## src/rtl/qob_pkg.sv

```systemverilog
package qob_pkg;
  typedef enum logic [1:0] {
    QOB_W8   = 2'd0,
    QOB_W16  = 2'd1,
    QOB_W32  = 2'd2,
    QOB_W32X = 2'd3
  } qob_width_e;
endpackage

```

## src/rtl/qob_unit_sizer.sv

```systemverilog
module qob_unit_sizer
  import qob_pkg::*;
#(
  parameter int HOST_W = 32,
  parameter int LANES  = 4,
  localparam int SYMS  = HOST_W / LANES,
  localparam int CW    = $clog2(SYMS + 1),
  localparam int SHW   = $clog2(HOST_W)
) (
  input  qob_width_e     width,
  output logic [CW-1:0]  nsym,
  output logic [SHW-1:0] lshift
);
  int nbytes;

  always_comb begin
    unique case (width)
      QOB_W8:  nbytes = 1;
      QOB_W16: nbytes = 2;
      default: nbytes = 4;
    endcase
    nsym   = CW'((nbytes * 8) / LANES);
    lshift = SHW'(HOST_W - nbytes * 8);
  end
endmodule

```

## src/rtl/qob_tx_serializer.sv

```systemverilog
module qob_tx_serializer
  import qob_pkg::*;
#(
  parameter int HOST_W = 32,
  parameter int LANES  = 4,
  localparam int SYMS  = HOST_W / LANES,
  localparam int CW    = $clog2(SYMS + 1),
  localparam int SHW   = $clog2(HOST_W)
) (
  input  logic              clk,
  input  logic              rst,
  input  logic              in_valid,
  output logic              in_ready,
  input  logic [HOST_W-1:0] in_data,
  input  qob_width_e        in_width,
  output logic [LANES-1:0]  sym_out,
  output logic              sym_en
);
  logic [HOST_W-1:0] shreg;
  logic [CW-1:0]     left;
  logic [CW-1:0]     nsym;
  logic [SHW-1:0]    lshift;

  qob_unit_sizer #(.HOST_W(HOST_W), .LANES(LANES)) sizer_i (
    .width (in_width),
    .nsym  (nsym),
    .lshift(lshift)
  );

  assign in_ready = (left == '0);
  assign sym_en   = (left != '0);
  assign sym_out  = shreg[HOST_W-1 -: LANES];

  // Left-aligning the unit drops the unused upper host bits.
  always_ff @(posedge clk) begin
    if (rst) begin
      shreg <= '0;
      left  <= '0;
    end else if (in_valid && in_ready) begin
      shreg <= in_data << lshift;
      left  <= nsym;
    end else if (left != '0) begin
      shreg <= shreg << LANES;
      left  <= left - 1'b1;
    end
  end
endmodule

```

## src/rtl/qob_rx_deserializer.sv

```systemverilog
module qob_rx_deserializer
  import qob_pkg::*;
#(
  parameter int HOST_W = 32,
  parameter int LANES  = 4,
  localparam int SYMS  = HOST_W / LANES,
  localparam int CW    = $clog2(SYMS + 1),
  localparam int SHW   = $clog2(HOST_W)
) (
  input  logic              clk,
  input  logic              rst,
  input  logic              req_valid,
  output logic              req_ready,
  input  qob_width_e        req_width,
  input  logic [LANES-1:0]  sym_in,
  output logic              sample,
  output logic              out_valid,
  output logic [HOST_W-1:0] out_data
);
  logic [HOST_W-1:0] shreg;
  logic [HOST_W-1:0] next_shreg;
  logic [CW-1:0]     left;
  logic [CW-1:0]     nsym;
  logic [SHW-1:0]    lshift_unused;

  qob_unit_sizer #(.HOST_W(HOST_W), .LANES(LANES)) sizer_i (
    .width (req_width),
    .nsym  (nsym),
    .lshift(lshift_unused)
  );

  assign req_ready  = (left == '0);
  assign sample     = (left != '0);
  assign next_shreg = {shreg[HOST_W-LANES-1:0], sym_in};

  // The shift register is cleared on acceptance, so the result is zero-extended.
  always_ff @(posedge clk) begin
    if (rst) begin
      shreg     <= '0;
      left      <= '0;
      out_valid <= 1'b0;
      out_data  <= '0;
    end else begin
      out_valid <= 1'b0;
      if (req_valid && req_ready) begin
        shreg <= '0;
        left  <= nsym;
      end else if (left != '0) begin
        shreg <= next_shreg;
        left  <= left - 1'b1;
        if (left == CW'(1)) begin
          out_valid <= 1'b1;
          out_data  <= next_shreg;
        end
      end
    end
  end
endmodule

```

## src/rtl/qspi_order_dp.sv

```systemverilog
module qspi_order_dp
  import qob_pkg::*;
#(
  parameter int HOST_W = 32,
  parameter int LANES  = 4
) (
  input  logic              clk,
  input  logic              rst,
  input  logic              tx_valid,
  output logic              tx_ready,
  input  logic [HOST_W-1:0] tx_data,
  input  logic [1:0]        tx_width,
  output logic [LANES-1:0]  lane_out,
  output logic              lane_out_en,
  input  logic              rx_req_valid,
  output logic              rx_req_ready,
  input  logic [1:0]        rx_width,
  input  logic [LANES-1:0]  lane_in,
  output logic              rx_sample,
  output logic              rd_valid,
  output logic [HOST_W-1:0] rd_data
);
  qob_tx_serializer #(.HOST_W(HOST_W), .LANES(LANES)) tx_i (
    .clk     (clk),
    .rst     (rst),
    .in_valid(tx_valid),
    .in_ready(tx_ready),
    .in_data (tx_data),
    .in_width(qob_width_e'(tx_width)),
    .sym_out (lane_out),
    .sym_en  (lane_out_en)
  );

  qob_rx_deserializer #(.HOST_W(HOST_W), .LANES(LANES)) rx_i (
    .clk      (clk),
    .rst      (rst),
    .req_valid(rx_req_valid),
    .req_ready(rx_req_ready),
    .req_width(qob_width_e'(rx_width)),
    .sym_in   (lane_in),
    .sample   (rx_sample),
    .out_valid(rd_valid),
    .out_data (rd_data)
  );
endmodule

```

## config.mk

```make
export PLATFORM = sky130hd
export DESIGN_NAME = qspi_order_dp
export DESIGN_NICKNAME = d
export VERILOG_FILES = /design/src/rtl/qob_pkg.sv /design/src/rtl/qob_unit_sizer.sv /design/src/rtl/qob_tx_serializer.sv /design/src/rtl/qob_rx_deserializer.sv /design/src/rtl/qspi_order_dp.sv
export SDC_FILE = /design/constraint.sdc
export NUM_CORES = 1
export LEC_CHECK = 0
export ABC_AREA = 1
export BUFFER_PORTS_ARGS = -buffer_cell sky130_fd_sc_hd__buf_2
export CAP_MARGIN = 20
export CORE_MARGIN = 2
export CORE_UTILIZATION = 40
export DETAILED_ROUTE_END_ITERATION = 7
export PLACE_DENSITY = 0.63
export SLEW_MARGIN = 20
export SYNTH_ARGS = -nofsm -noshare
export SYNTH_HDL_FRONTEND = slang
export SYNTH_HIERARCHICAL = 1
export SYNTH_SLANG_ARGS = --single-unit
```

## constraint.sdc

```tcl
create_clock -name clk -period 1.4 [get_ports clk]
set_input_delay 0 -clock clk [delete_from_list [all_inputs] [get_ports clk]]
set_output_delay 0 -clock clk [all_outputs]
set_load 0.05 [all_outputs]
```

==> results of run 1 <==
==> power groups by stage <==
stage / registers [mW] / logic (mW) / clock network, mW
2_1_floorplan: 3.71 / 3.91 / 0
3_3_place_gp: 3.66 / 5.54 / 0
3_5_place_dp: 3.67 / 5.53 / 0
4_1_cts: 3.62 / 6.76 / 2.66
5_1_grt: 3.73 / 9.63 / 2.76
6_report: 3.68 / 9.02 / 2.60
==> worst max path at each step <==
stage,start,end,cells after the start
floorplan,rx_i/left[0],rx_i/out_data[12],8
global placement,tx_i/left[1],tx_i/shreg[29],10
detailed placement,tx_i/left[1],tx_i/shreg[24],10
CTS,tx_i/left[1],tx_i/shreg[31],13
global route,rx_i/left[0],rx_i/out_data[27],8
finish,rx_i/left[0],rx_i/out_data[27],8
==> flip-flops by register name, summed over array words and instances, names as in the netlist <==
register / count
tx_i/left: 4
tx_i/shreg: 32
rx_i/out_data: 32
rx_i/left: 4
rx_i/out_valid: 1
rx_i/shreg: 28
==> metrics by stage <==
stage               TNS (ns)  instance area (um2)  cells  setup slack (ns)  total power [mW]
floorplan             -0.447                 5690    869           -0.0222              7.63
global placement      -0.565                 6300   1096           -0.0579              9.19
detailed placement     -1.19                 6300   1096           -0.0591              9.20
CTS                  -0.0858                 6910   1126           -0.0135              13.0
global route           -8.50                 7730   1148            -0.157              16.1
finish                 -2.30                 7730   1148            -0.125              15.3
==> worst reg2reg max path: cells and delay by family (launching register included) <==
| kind | cells | cell delay [ns] |
|---|---|---|
| and+or+nand+nor | 2 | 0.23 |
| buffers and inverters | 4 | 0.52 |
| DFF | 1 | 0.36 |
| AOI/OAI and AO/OA | 1 | 0.17 |
| adders and majority gates | 1 | 0.17 |
==> metal layers <==
metal | global-route usage | vias up | part of all wire
met5 | 0 | - | 0
met4 | 0.105 | 0 | 0.042
met3 | 0.0493 | 56 | 0.058
met2 | 0.397 | 246 | 0.51
met1 | 0.268 | 2918 | 0.39
li1 | - | 3104 | -
==> final cells by class <==
| class | instances | area (um2) | area share |
|---|---|---|---|
| multi-input combinational | 647 | 3570 | 0.462 |
| sequential | 101 | 2030 | 0.262 |
| timing repair buffer | 157 | 1410 | 0.182 |
| clock buffer | 11 | 243 | 0.0314 |
| tap | 180 | 225 | 0.0291 |
| inverter | 47 | 194 | 0.0251 |
| clock inverter | 5 | 63.8 | 0.00825 |
==> what timing repair did <==
action | CTS | global route
setup buffers | 6 | 13
endpoints found under the setup margin | 66 | 75
gates resized for setup | 37 | 127
cloned | 2 | 9
pin swaps | 4 | 37
hold buffers | 6 | 0
endpoints found under the hold margin | 10 | 0
==> flow_summary.yaml, run 1 <==
die:
  io_pins: 85
  dieArea_um2: 15000
  die_y_um: 123
  core_area_um2: 13800
  fp-row-count: 43
  start_util: 0.406
  die_width_um: 123
clock_tree:
  cts_buffer_depth: 2
  numClockSinks: 101
  clk_pin_slew_worst_paths_ns: 0.07
  ctsHtreeMaxLevel: 3
  cts_tree: "built"
  ctsRootBufferMaster: "clkbuf_16"
  clk_latency_ns: 0.35
  numCtsBuffers: 9
flow_run:
  drv_cap: 0
place:
  hpwl_mm: 11.3
  portBuffers: 84
  finalWeightedCongestion: 0.936
route:
  firstDrtPassIters: 5
  num_vias: 6324
  routed_wl_mm: 18.3
  wl_per_cell_um: 15.9
  drtAntennaViolNets: 0
  drc: 0
  drt_iter0_drc: 436
  via_per_inst: 5.51
worst_setup_path:
  path_max_fanout: 6
  critPathSlowestCell: "dfxtp_2"
  cp-end-kind: "flop"
  worstPathCellList: "inv_2 -> ha_4 -> buf_6 -> nor2_4 -> buf_12 -> clkbuf_16 -> nand3_4 -> a21oi_2"
  rr_worst_depth: 8
  crit_family: "buffers and inverters"
  arrival_ns: 1.80
  reg2reg_slack_ns: -0.13
  path_class: "reg -> reg"
  cpPeakStageDelay_ns: 0.36
  path_buf_inv: 4
  worstSetupStartpointType: "flop"
  reg2reg_to: "rx_i/out_data[27]"
  cp.required_ns: 1.68
  r2r-start: "rx_i/left[0]"
finish:
  finalNetCount: 1010
  area_delta_synth_final_pct: 37.7
  drive_gt1_frac: 0.294
  layout_commonest_cell: "nand2_1"
  diodes: 0
  fillers: 1322
  final_util: 0.559
  final_cell_mix: "nand2_1 (216), nand3_1 (205), dfxtp_1 (96)"
sta:
  fin_skew_ns: 0.00986
  setup_ws_ns: -0.125
  period_share: 1.09
  tightest_slew_ns: 0.501
  fin_hold_ws_ns: 0.0339
  final-setup-viol-count: 84
  fin_crit_ns: 1.53
  timing_max_transition_violations_final: 0
  max-slew-margin-rel: 0.666
  grt_setup_unrepaired: "true"
  final_hold_viol_count: 0
  fmax_ghz: 0.656
worst_hold_path:
  min_path_cells: 4
  hp-class: "in -> reg"
  whs_endpoint: "tx_i/left[2]"
  hold_start: "tx_width[1]"
pwr:
  internal_power_mw: 8.97
  sw_frac_of_total: 0.413
  p_clk_frac: 0.170
  cellLeakagePower_nw: 3.15
  p_per_area_nw_per_um2: 1980
  pwr-share-comb: 0.590
  p_switching_mw: 6.33
  seqPwrFrac: 0.240
  irDropWorstVdd_v: 0.00147
global_routing:
  grt_pass1_wl_mm: 27.3
  antenna_found_initial: 0
  grt.overflow.total: 0
  grt_max_degree: 36
  grt_pass1_vias: 5760
  grt_use_total: 0.228
logic_synthesis:
  syn_inst: 866
  syn-cell-area_um2: 5620
  avgSynthCellArea_um2: 6.49
  ys_warn_count: 6
run_status:
  failed_checks: "setup timing"
  outcome: "finished with violations"
Note: power is estimated with default switching activity, not from simulation.
==> run 2, diff against run 1 <==
--- a/config.mk
+++ b/config.mk
@@ -5,7 +5,6 @@
 export SDC_FILE = /design/constraint.sdc
 export NUM_CORES = 1
 export LEC_CHECK = 0
-export ABC_AREA = 1
 export BUFFER_PORTS_ARGS = -buffer_cell sky130_fd_sc_hd__buf_2
 export CAP_MARGIN = 20
 export CORE_MARGIN = 2
==> flow_summary.yaml, run 2 <==
run_status:
  outcome: "finished with violations"
  failed_checks: "setup timing"
sta:
  fin_hold_ws_ns: 0.0192
  fin_skew_ns: 0.00815
  finalSetupTns_ns: -28.35
  final_hold_viol_count: 0
  timing_max_transition_violations_final: 0
  tightest_slew_ns: 0.661
  final-setup-viol-count: 103
  grt_setup_unrepaired: "true"
  period_share: 1.30
  fmax_ghz: 0.550
  fin_crit_ns: 1.82
  max-slew-margin-rel: 0.556
  setup_ws_ns: -0.419
logic_synthesis:
  avgSynthCellArea_um2: 8.50
  syn_inst: 670
  syn-cell-area_um2: 5690
  ys_warn_count: 6
global_routing:
  grt_use_total: 0.239
  grt.overflow.total: 0
  grt_max_degree: 43
  grt_pass1_vias: 5493
  grt_pass1_wl_mm: 28.4
  antenna_found_initial: 0
worst_setup_path:
  path_max_fanout: 11
  cp.required_ns: 1.62
  arrival_ns: 2.04
  r2r-start: "tx_i/left[1]"
  reg2reg_to: "tx_i/shreg[6]"
  crit_path_end: "tx_i/shreg[6]"
  rr_worst_depth: 7
  startpoint: "tx_i/left[1]"
  reg2reg_slack_ns: -0.42
  path_class: "reg -> reg"
  worstSetupStartpointType: "flop"
  cp-end-kind: "flop"
pwr:
  design_power_total_mw: 14.1
  irDropWorstVdd_v: 0.000792
  cellLeakagePower_nw: 3.67
  p_per_area_nw_per_um2: 1660
die:
  io_pins: 85
  dieArea_um2: 15200
  start_util: 0.410
  core_area_um2: 13900
  die_width_um: 123
  fp-row-count: 43
  die_y_um: 123
clock_tree:
  ctsHtreeMaxLevel: 3
  cts_buffer_depth: 2
  numCtsBuffers: 9
  clk_latency_ns: 0.35
  clk_pin_slew_worst_paths_ns: 0.07
  ctsRootBufferMaster: "clkbuf_16"
  numClockSinks: 101
  cts_tree: "built"
route:
  drc: 0
  drtAntennaViolNets: 0
  drt_iter0_drc: 557
  num_vias: 5876
  via_per_inst: 5.84
  wl_per_cell_um: 20.3
  firstDrtPassIters: 6
  routed_wl_mm: 20.4
flow_run:
  drv_cap: 0
finish:
  seq_area_um2: 2030
  area_delta_synth_final_pct: 49.2
  multi_input_area_um2: 4130
  diodes: 0
  top_regs: "rx_i/out_data: 32 flops, tx_i/shreg: 32 flops, rx_i/shreg: 28 flops"
  stdcell_area_um2: 8490
  final_cell_mix: "dfxtp_1 (97), nand2_1 (85), buf_2 (80), buf_4 (80), a21oi_2 (65)"
  layout_commonest_cell: "dfxtp_1"
  fillers: 1121
  final_cell_count_no_fill: 1007
  drive_gt1_frac: 0.534
  finalNetCount: 869
place:
  hpwl_mm: 12.2
  place_area_um2: 6860
  portBuffers: 84
  finalWeightedCongestion: 0.923
  dp_cells: 952
worst_hold_path:
  min_path_cells: 3
  hp-class: "in -> reg"
## run 2: worst max-delay path, stage by stage, from the launching register on
cell and delay [ns]:
dfxtp_2 0.33, inv_2 0.07, ha_4 0.13, or3b_4 0.42
buf_8 0.17, buf_6 0.16, a221oi_2 0.33, nor2_1 0.07
## run 2: worst min path at each step
stage	startpoint	end	slack [ns]
detailed placement	lane_in[1]	rx_i/shreg[1]	0.27
CTS	tx_valid	tx_i/left[3]	0.006
global route	rx_req_valid	rx_i/left[3]	0.05
floorplan	lane_in[0]	rx_i/shreg[0]	0.14
finish	tx_valid	tx_i/left[3]	0.02
global placement	lane_in[3]	rx_i/shreg[3]	0.27
## run 2: metrics by stage
| stage | setup WS (ns) | utilization |
|---|---|---|
| after floorplan | -0.363 | - |
| after global placement | -0.414 | 0.495 |
| after detailed placement | -0.458 | 0.495 |
| after CTS | -0.360 | 0.563 |
| after global routing | -0.487 | 0.612 |
| final | -0.419 | 0.612 |
## run 2: final cells by class
class,instances,area share
clock buffers,10,0.0270
clock inverters,6,0.00648
inverters,13,0.00693
multi-input cells,490,0.486
flip-flops and latches,101,0.239
well taps,180,0.0265
repair buffers,207,0.208
## run 2: report_power, final
| group | internal [mW] | total [mW] | switching (mW) |
|---|---|---|---|
| clock | 1.24 | 2.47 | 1.22 |
| combinational | 3.73 | 8.02 | 4.29 |
| sequential | 3.29 | 3.65 | 0.357 |
## run 2: timing repair
action / 4_1_cts / 5_1_grt
setup endpoints to repair: 103 / 103
hold buffers: 5 / 0
endpoints found under the hold margin: 9 / 0
gates resized for setup: 99 / 138
cloned: 5 / 5
pin swaps: 18 / 70
buffers inserted: 18 / 8
## run 2: per-layer routing
layer	vias to the layer above	track usage	share of wire
met5	-	0	0
met4	0	0.0760	0.022
met1	2877	0.338	0.43
met2	261	0.378	0.48
met3	43	0.0304	0.061
li1	2695	-	-
